$ cat config.mk
export PLATFORM = sky130hd
export DESIGN_NAME = alert_responder
export DESIGN_NICKNAME = d
export VERILOG_FILES = /design/src/rtl/alert_resp_pkg.sv /design/src/rtl/alert_resp_dp.sv /design/src/rtl/alert_resp_ctrl.sv /design/src/rtl/alert_responder.sv
export SDC_FILE = /design/constraint.sdc
export NUM_CORES = 1
export LEC_CHECK = 0
export CAP_MARGIN = 20
export CORE_ASPECT_RATIO = 1.1
export CORE_MARGIN = 3
export CORE_UTILIZATION = 55
export CTS_BUF_LIST = sky130_fd_sc_hd__clkbuf_4
export CTS_CLUSTER_DIAMETER = 60
export DETAILED_ROUTE_END_ITERATION = 7
export PLACE_DENSITY = 0.77
export SLEW_MARGIN = 40
export SYNTH_ARGS = -nofsm -noshare
export SYNTH_HDL_FRONTEND = slang
export SYNTH_HIERARCHICAL = 1
export SYNTH_SLANG_ARGS = --single-unit
$ cat constraint.sdc
create_clock -name clk -period 2.5 [get_ports clk]
set_input_delay 0.25 -clock clk [delete_from_list [all_inputs] [get_ports clk]]
set_output_delay 0.25 -clock clk [all_outputs]
set_load 0.005 [all_outputs]
$ cat src/rtl/alert_resp_pkg.sv
package alert_resp_pkg;

  localparam int ADDR_W = 7;
  localparam logic [ADDR_W-1:0] ARA_ADDR = 7'b0001100;

  typedef enum logic [2:0] {
    ST_IDLE,
    ST_RXADDR,
    ST_ACKWAIT,
    ST_ACK,
    ST_TX,
    ST_SKIP
  } respState_t;

  // strobes from control to datapath
  typedef struct packed {
    logic cntClr;
    logic cntInc;
    logic rxShift;
    logic txLoad;
    logic txShift;
    logic driveAck;
    logic driveTx;
    logic releaseAlert;
  } ctrlStb_t;

  // conditions from datapath to control
  typedef struct packed {
    logic start;
    logic stop;
    logic sclRise;
    logic sclFall;
    logic sdaLvl;
    logic rxIsAra;
    logic cntRxLast;
    logic cntTxLast;
    logic txBit;
    logic pending;
  } dpStat_t;

endpackage

$ cat src/rtl/alert_resp_dp.sv
module alert_resp_dp
  import alert_resp_pkg::*;
#(
  parameter logic [ADDR_W-1:0] OWN_ADDR = 7'h2C,
  parameter int SYNC_STAGES = 2
) (
  input  logic     clk,
  input  logic     rstN,
  input  logic     sclIn,
  input  logic     sdaIn,
  input  logic     modeAlert,
  input  logic     gpOut,
  input  logic     alertReq,
  input  logic     enWrStb,
  input  logic     enWrData,
  input  ctrlStb_t stb,
  output dpStat_t  stat,
  output logic     sclSync,
  output logic     sdaPullLow,
  output logic     enableN,
  output logic     pinOe,
  output logic     pinOut
);

  localparam int CNT_W = $clog2(ADDR_W + 1);

  logic [SYNC_STAGES-1:0] sclPipe;
  logic [SYNC_STAGES-1:0] sdaPipe;
  logic sclS, sdaS, sclD, sdaD;
  logic [CNT_W-1:0] bitCnt;
  logic [ADDR_W:0] rxByte;
  logic [ADDR_W:0] rxNext;
  logic [ADDR_W-1:0] txReg;
  logic [ADDR_W-1:0] txNext;
  logic pending;

  // bus line synchronizers, idle level high
  always_ff @(posedge clk or negedge rstN) begin
    if (!rstN) begin
      sclPipe <= '1;
      sdaPipe <= '1;
    end else begin
      sclPipe <= {sclPipe[SYNC_STAGES-2:0], sclIn};
      sdaPipe <= {sdaPipe[SYNC_STAGES-2:0], sdaIn};
    end
  end

  assign sclS = sclPipe[SYNC_STAGES-1];
  assign sdaS = sdaPipe[SYNC_STAGES-1];
  assign sclSync = sclS;

  always_ff @(posedge clk or negedge rstN) begin
    if (!rstN) begin
      sclD <= 1'b1;
      sdaD <= 1'b1;
    end else begin
      sclD <= sclS;
      sdaD <= sdaS;
    end
  end

  // bit counter
  always_ff @(posedge clk or negedge rstN) begin
    if (!rstN) bitCnt <= '0;
    else if (stb.cntClr) bitCnt <= '0;
    else if (stb.cntInc) bitCnt <= bitCnt + 1'b1;
  end

  // receive shifter
  assign rxNext = {rxByte[ADDR_W-1:0], sdaS};

  always_ff @(posedge clk or negedge rstN) begin
    if (!rstN) rxByte <= '0;
    else if (stb.rxShift) rxByte <= rxNext;
  end

  // transmit shifter, fills with released bits
  always_comb begin
    txNext = txReg;
    if (stb.txLoad) txNext = OWN_ADDR;
    else if (stb.txShift) txNext = {txReg[ADDR_W-2:0], 1'b1};
  end

  always_ff @(posedge clk or negedge rstN) begin
    if (!rstN) txReg <= '1;
    else txReg <= txNext;
  end

  // active-low enable bit: hardware release wins over host write
  always_ff @(posedge clk or negedge rstN) begin
    if (!rstN) enableN <= 1'b1;
    else if (stb.releaseAlert) enableN <= 1'b1;
    else if (enWrStb) enableN <= enWrData;
  end

  assign pending = modeAlert & ~enableN & alertReq;

  // SDA driver uses the post-shift bit so it moves one clock after the SCL fall
  always_ff @(posedge clk or negedge rstN) begin
    if (!rstN) sdaPullLow <= 1'b0;
    else sdaPullLow <= stb.driveAck | (stb.driveTx & ~txNext[ADDR_W-1]);
  end

  // pin function mux
  always_ff @(posedge clk or negedge rstN) begin
    if (!rstN) begin
      pinOe  <= 1'b0;
      pinOut <= 1'b0;
    end else if (modeAlert) begin
      pinOe  <= pending;
      pinOut <= 1'b0;
    end else begin
      pinOe  <= 1'b1;
      pinOut <= gpOut;
    end
  end

  always_comb begin
    stat.start     = sclS & sclD & sdaD & ~sdaS;
    stat.stop      = sclS & sclD & ~sdaD & sdaS;
    stat.sclRise   = sclS & ~sclD;
    stat.sclFall   = ~sclS & sclD;
    stat.sdaLvl    = sdaS;
    stat.rxIsAra   = (rxNext == {ARA_ADDR, 1'b1});
    stat.cntRxLast = (bitCnt == CNT_W'(ADDR_W));
    stat.cntTxLast = (bitCnt == CNT_W'(ADDR_W - 1));
    stat.txBit     = txReg[ADDR_W-1];
    stat.pending   = pending;
  end

endmodule

$ cat src/rtl/alert_resp_ctrl.sv
module alert_resp_ctrl
  import alert_resp_pkg::*;
(
  input  logic     clk,
  input  logic     rstN,
  input  dpStat_t  stat,
  output ctrlStb_t stb
);

  respState_t state, stateNext;

  always_ff @(posedge clk or negedge rstN) begin
    if (!rstN) state <= ST_IDLE;
    else state <= stateNext;
  end

  always_comb begin
    stb = '0;
    stateNext = state;
    if (stat.stop) begin
      stateNext = ST_IDLE;
    end else if (stat.start) begin
      stateNext = ST_RXADDR;
      stb.cntClr = 1'b1;
    end else begin
      case (state)
        ST_RXADDR: begin
          if (stat.sclRise) begin
            stb.rxShift = 1'b1;
            if (stat.cntRxLast) begin
              stateNext = (stat.rxIsAra && stat.pending) ? ST_ACKWAIT : ST_SKIP;
            end else begin
              stb.cntInc = 1'b1;
            end
          end
        end
        ST_ACKWAIT: begin
          if (stat.sclFall) begin
            stb.driveAck = 1'b1;
            stateNext = ST_ACK;
          end
        end
        ST_ACK: begin
          stb.driveAck = 1'b1;
          if (stat.sclFall) begin
            stb.txLoad = 1'b1;
            stb.cntClr = 1'b1;
            stateNext = ST_TX;
          end
        end
        ST_TX: begin
          stb.driveTx = 1'b1;
          if (stat.sclRise) begin
            if (stat.txBit && !stat.sdaLvl) begin
              stateNext = ST_SKIP;
            end else if (stat.cntTxLast) begin
              stb.releaseAlert = 1'b1;
            end
          end else if (stat.sclFall) begin
            if (stat.cntTxLast) begin
              stb.driveTx = 1'b0;
              stateNext = ST_SKIP;
            end else begin
              stb.cntInc = 1'b1;
              stb.txShift = 1'b1;
            end
          end
        end
        default: begin
          stateNext = state;
        end
      endcase
    end
  end

endmodule

$ cat src/rtl/alert_responder.sv
module alert_responder
  import alert_resp_pkg::*;
#(
  parameter logic [ADDR_W-1:0] OWN_ADDR = 7'h2C,
  parameter int SYNC_STAGES = 2
) (
  input  logic clk,
  input  logic rstN,
  input  logic sclIn,
  input  logic sdaIn,
  output logic sdaPullLow,
  input  logic modeAlert,
  input  logic gpOut,
  input  logic alertReq,
  input  logic enWrStb,
  input  logic enWrData,
  output logic enableN,
  output logic pinOe,
  output logic pinOut
);

  ctrlStb_t stb;
  dpStat_t  stat;
  logic     sclSync;

  alert_resp_ctrl ctrl_i (
    .clk  (clk),
    .rstN (rstN),
    .stat (stat),
    .stb  (stb)
  );

  alert_resp_dp #(
    .OWN_ADDR    (OWN_ADDR),
    .SYNC_STAGES (SYNC_STAGES)
  ) dp_i (
    .clk        (clk),
    .rstN       (rstN),
    .sclIn      (sclIn),
    .sdaIn      (sdaIn),
    .modeAlert  (modeAlert),
    .gpOut      (gpOut),
    .alertReq   (alertReq),
    .enWrStb    (enWrStb),
    .enWrData   (enWrData),
    .stb        (stb),
    .stat       (stat),
    .sclSync    (sclSync),
    .sdaPullLow (sdaPullLow),
    .enableN    (enableN),
    .pinOe      (pinOe),
    .pinOut     (pinOut)
  );

endmodule

* Yosys cells after proc, flatten, opt, wreduce, memory -nomap -nowiden *
Index checks and enable logic that the tools add are counted.

operators by class
  add/sub/neg operators = 1
  equality and inequality tests = 14
  muxes and demuxes = 40
  bitwise operators = 17
  reduce and logical (&&, ||, !) cells = 8

operators by type and width
  operator             count
  $mux 3               13
  $mux 7               3
  $mux 1               18
  $ne 4x1->1 const B   4
  $pmux 3 s4           1
  $and 1x1->1          10
  $ne 5x1->1 const B   2
  $eq 3x3->1 const B   3
  $eq 8x5->1 const B   1
  $mux 8               1
  $reduce_and 8->1     1
  $eq 3x2->1 const B   2
  $not 1->1            6
  $reduce_bool 2->1    3
  $reduce_bool 6->1    1
  $ne 5x3->1 const B   1
  $mux 2               2
  $pmux 1 s2           2
  $add 3x1->3 const B  1
  $eq 3x1->1 const B   1
  $logic_and 1x1->1    2
  $logic_not 1->1      1
  $or 1x1->1           1

word-level totals
  register bits = 30
  output and inout bits = 4
  word-level logic and storage cells = 93

* Longest topological paths before layout *
  word-level depth = 12
  mapped depth = 8
  depth with buffers taken out = 8

* Cells and area by module *
The synthesis kept the hierarchy.

modules (own cells, without submodules)
  module           times used  cells an instance  area each (sq um)
  alert_resp_dp    1           82                 1111.1
  alert_resp_ctrl  1           43                 312.8

* Worst setup path after synthesis *
No wires, ideal clock.

  path kind = register -> register
  start point = reg dp_i.sclPipe[1]
  end point = reg dp_i.sdaPullLow
  library setup time = 0.121 ns
  arrival time = 1.798 ns
  required time = 2.379 ns
  path slack = 0.581 ns
  stages on the path, launching flop included = 8
  path buffers = 1
  cells stage by stage = dfstp_2 -> nand2_1 -> nor3b_1 -> or2_0 -> nor3_1 -> buf_6 -> or2_1 -> o22a_1

RTL lines
  item                    RTL line              RTL
  start, declared         alert_resp_dp.sv:27   logic [SYNC_STAGES-1:0] sclPipe;
  start signal, assigned  alert_resp_dp.sv:43   sclPipe <= {sclPipe[SYNC_STAGES-2:0], sclIn};
  end signal, assigned    alert_resp_dp.sv:101  else sdaPullLow <= stb.driveAck | (stb.driveTx & ~txNext[ADDR_W-1]);
  end, declared           alert_resp_dp.sv:19   output logic sdaPullLow,

==> impl_results.md <==
* Routed vias/inst at 5.64
* Top cells by count, synth: dfrtp_1 (16), nor2_1 (15), dfstp_2 (14)
* Post-CTS repair timing setup buffer count at 0
* Worst hold-check path type: input port to async pin
* Post-layout min period at 2.29 ns
* Max-slew violation count at 0
* # setup viols final at 0
* RSZ-0062 raised after global routing: no
* Setup TNS at 0 ns
* Layout cells sized above 1 at 0.177
* Synth area leaders: dfrtp_1 (28%), dfstp_2 (26%), mux2_1 (5.5%), nor2_1 (4.0%), nor2b_1 (4.0%)
* Post-Syn Nets at 137
* Die Y at 59.4 µm
* Initial antenna violation count at 0
* H-Tree Level Count at 2
* Post-CTS Hold Fix Bufs at 0
* Largest net degree at the start of global routing at 31
* FF-to-FF path depth at 6
* Biggest area consumer among synthesized cells: dfrtp_1
* Cells after Synth at 125
* Seq/Total Area, Yosys at 0.540
* Die area at 0.00324 mm²
* WL final at 2.33 mm
* Grt total ovfl at 0
* Total number of vias at 965
* CTS tree: built
* Number of port buffers at 12
* Final layout net count at 152
* Crit path launch type: flip-flop
* Yosys top cell area share at 0.281
* Synthesized area at ~0.0014 mm²
* Asr flop ratio synth at 1.00
* Non-filler instance count after layout at 171
* Clk_lat worst skew at 0.31 ns
* Max_slew headroom at 0.428
* Power Total at 0.00135 W
* Global-route wire length before repair at 3.99 mm
* Wire per inst at 13.6 µm
* RR Startpoint: dp_i/sclPipe[1]$_DFF_PN1_
* Avg Cell Area, Syn at 11.4 µm²
* Remaining routing DRC violations at 0
* Critical path data arrival time at about 2.5 ns
* First DRT Iteration DRCs at 16
* Worst reg2reg setup slack at 0.21 ns
* Site Rows at 18
* Routability cong. at 0.844
* Worst setup margin at 0.212 ns
* Synth-to-layout area growth at 15.2%
* Post-cts resize count at 0
* # IOs at 13
* Peak fanout along the critical path at 8
* Status: completed
* Post-Place Cells at approximately 160
* Top_reg_cell synth: dfrtp_1
* Clock buffer count from CTS at 5
* Die Wd at 54.5 µm
* Period utilisation layout at 0.915
* Actual slew at the worst max-slew pin at 0.852 ns
* Worst VDD drop at 0.614 mV
* Place WS at 0.0407 ns
* Highest clock rate at between 400 and 500 MHz
* # diodes at 0
* Clk pin slew, worst setup/hold paths at around 0.09 ns
* Post-synth EDFFs at 0
* Critical path class: flip-flop to flip-flop
* Worst EP required at 2.69 ns
* Final hold vios at 0
* Final Skew at between 0.01 and 0.015 ns
* DRT antenna net count at 0
* Most common cell in the netlist: dfrtp_1
* Overall Global Routing Usage at 0.174
* Post-synthesis register bit count at 30
* Post-detail-place hpwl at 1.71 mm
* Reg-to-Reg End: dp_i/sdaPullLow$_DFF_PN0_
* Yosys cell types at 37
* Final Core Density at 0.700
* LEAKAGE at 0.712 nW
* Max-cap viol count at 0
* Crit. End Element: flip-flop
* Synth Warn # at 6
* Clock sinks at 30
* Core area at 0.00234 mm²
* Pre-antenna DRT Iters at 4
* Power per cell area at between 800 and 900 mW/mm²
* Clock buffer depth at 2
* Initial Utilization at 0.608
* Root Buffer: clkbuf_4
* Vias in the first global route at 946
==> through the flow <==
step	area [µm²]	hold slack, ns
3_3_place_gp	1550	0.348
2_1_floorplan	1420	-0.0456
6_report	1640	0.311
5_1_grt	1640	0.322
3_5_place_dp	1550	0.347
4_1_cts	1630	0.315
==> final cells by class <==
class	count	area, µm²
multi-input cells	85	606
inverters	4	15.0
fillers	175	702
repair buffers	14	135
flip-flops and latches	30	768
clock buffers	6	45.0
well taps	30	37.5
clock inverters	2	33.8
==> worst max-delay path, cell delays in order (launching register included) <==
cell and delay [ns]:
dfstp_2 0.56, nand2_1 0.08, nor3b_1 0.49, or2_0 0.39
nor3_1 0.24, or2_1 0.27, o22a_1 0.15
==> layer usage <==
layer / vias up / part of all wire / GRT usage
li1: 469 / - / -
met1: 463 / 0.46 / 0.220
met2: 27 / 0.47 / 0.274
met3: 6 / 0.053 / 0.0529
met4: 0 / 0.018 / 0.0712
met5: - / 0 / 0
==> placed cells by master, fill, tap and decap left out, types with 2 or more instances in the layout <==
cell type,instances
clkdlybuf4s50_1,12
a211o_1,4
mux2i_1,4
ha_1,3
clkbuf_4,6
nand2_1,4
nor3_1,3
nand2b_1,3
a31oi_1,2
o21ai_0,3
mux2_1,7
o22a_1,2
a21oi_1,5
dfrtp_1,16
a21o_1,2
dfstp_2,14
nor3b_1,2
or2_0,2
nor2b_1,9
nor2_1,15
buf_4,2
inv_1,4
==> worst max-delay path by stage <==
stage | slack, ns | end | from | cells after the start
2_1_floorplan | 0.58 | dp_i/sdaPullLow$_DFF_PN0_ | dp_i/sclPipe[1]$_DFF_PN1_ | 7
3_3_place_gp | 0.14 | dp_i/bitCnt[2]$_DFFE_PN0P_ | dp_i/sdaPipe[1]$_DFF_PN1_ | 6
3_5_place_dp | 0.04 | dp_i/bitCnt[2]$_DFFE_PN0P_ | dp_i/sclPipe[1]$_DFF_PN1_ | 6
4_1_cts | 0.02 | dp_i/bitCnt[2]$_DFFE_PN0P_ | dp_i/sclPipe[1]$_DFF_PN1_ | 6
5_1_grt | 0.06 | dp_i/sdaPullLow$_DFF_PN0_ | dp_i/sclPipe[1]$_DFF_PN1_ | 6
6_report | 0.21 | dp_i/sdaPullLow$_DFF_PN0_ | dp_i/sclPipe[1]$_DFF_PN1_ | 6
==> where the power goes <==
part           switching [W]  internal [W]
clock network       0.000148      0.000219
registers          0.0000853      0.000646
logic               0.000110      0.000141
==> cell families after synthesis <==
| group | after synthesis | synth area share |
|---|---|---|
| xor+xnor | 1 | 0.00615 |
| compound gates | 21 | 0.105 |
| mux | 11 | 0.0835 |
| simple gates | 49 | 0.194 |
| fa+ha+maj | 3 | 0.0264 |
| flops | 30 | 0.540 |
| buf+inv | 10 | 0.0457 |
==> flip-flops by register name, summed over array words and instances (netlist names), 2 cells and up <==
signal,flops
ctrl_i/state,3
dp_i/rxByte,7
dp_i/txReg,7
dp_i/bitCnt,3
dp_i/sclPipe,2
dp_i/sdaPipe,2
No activity file was read; power rests on OpenSTA's default activity.
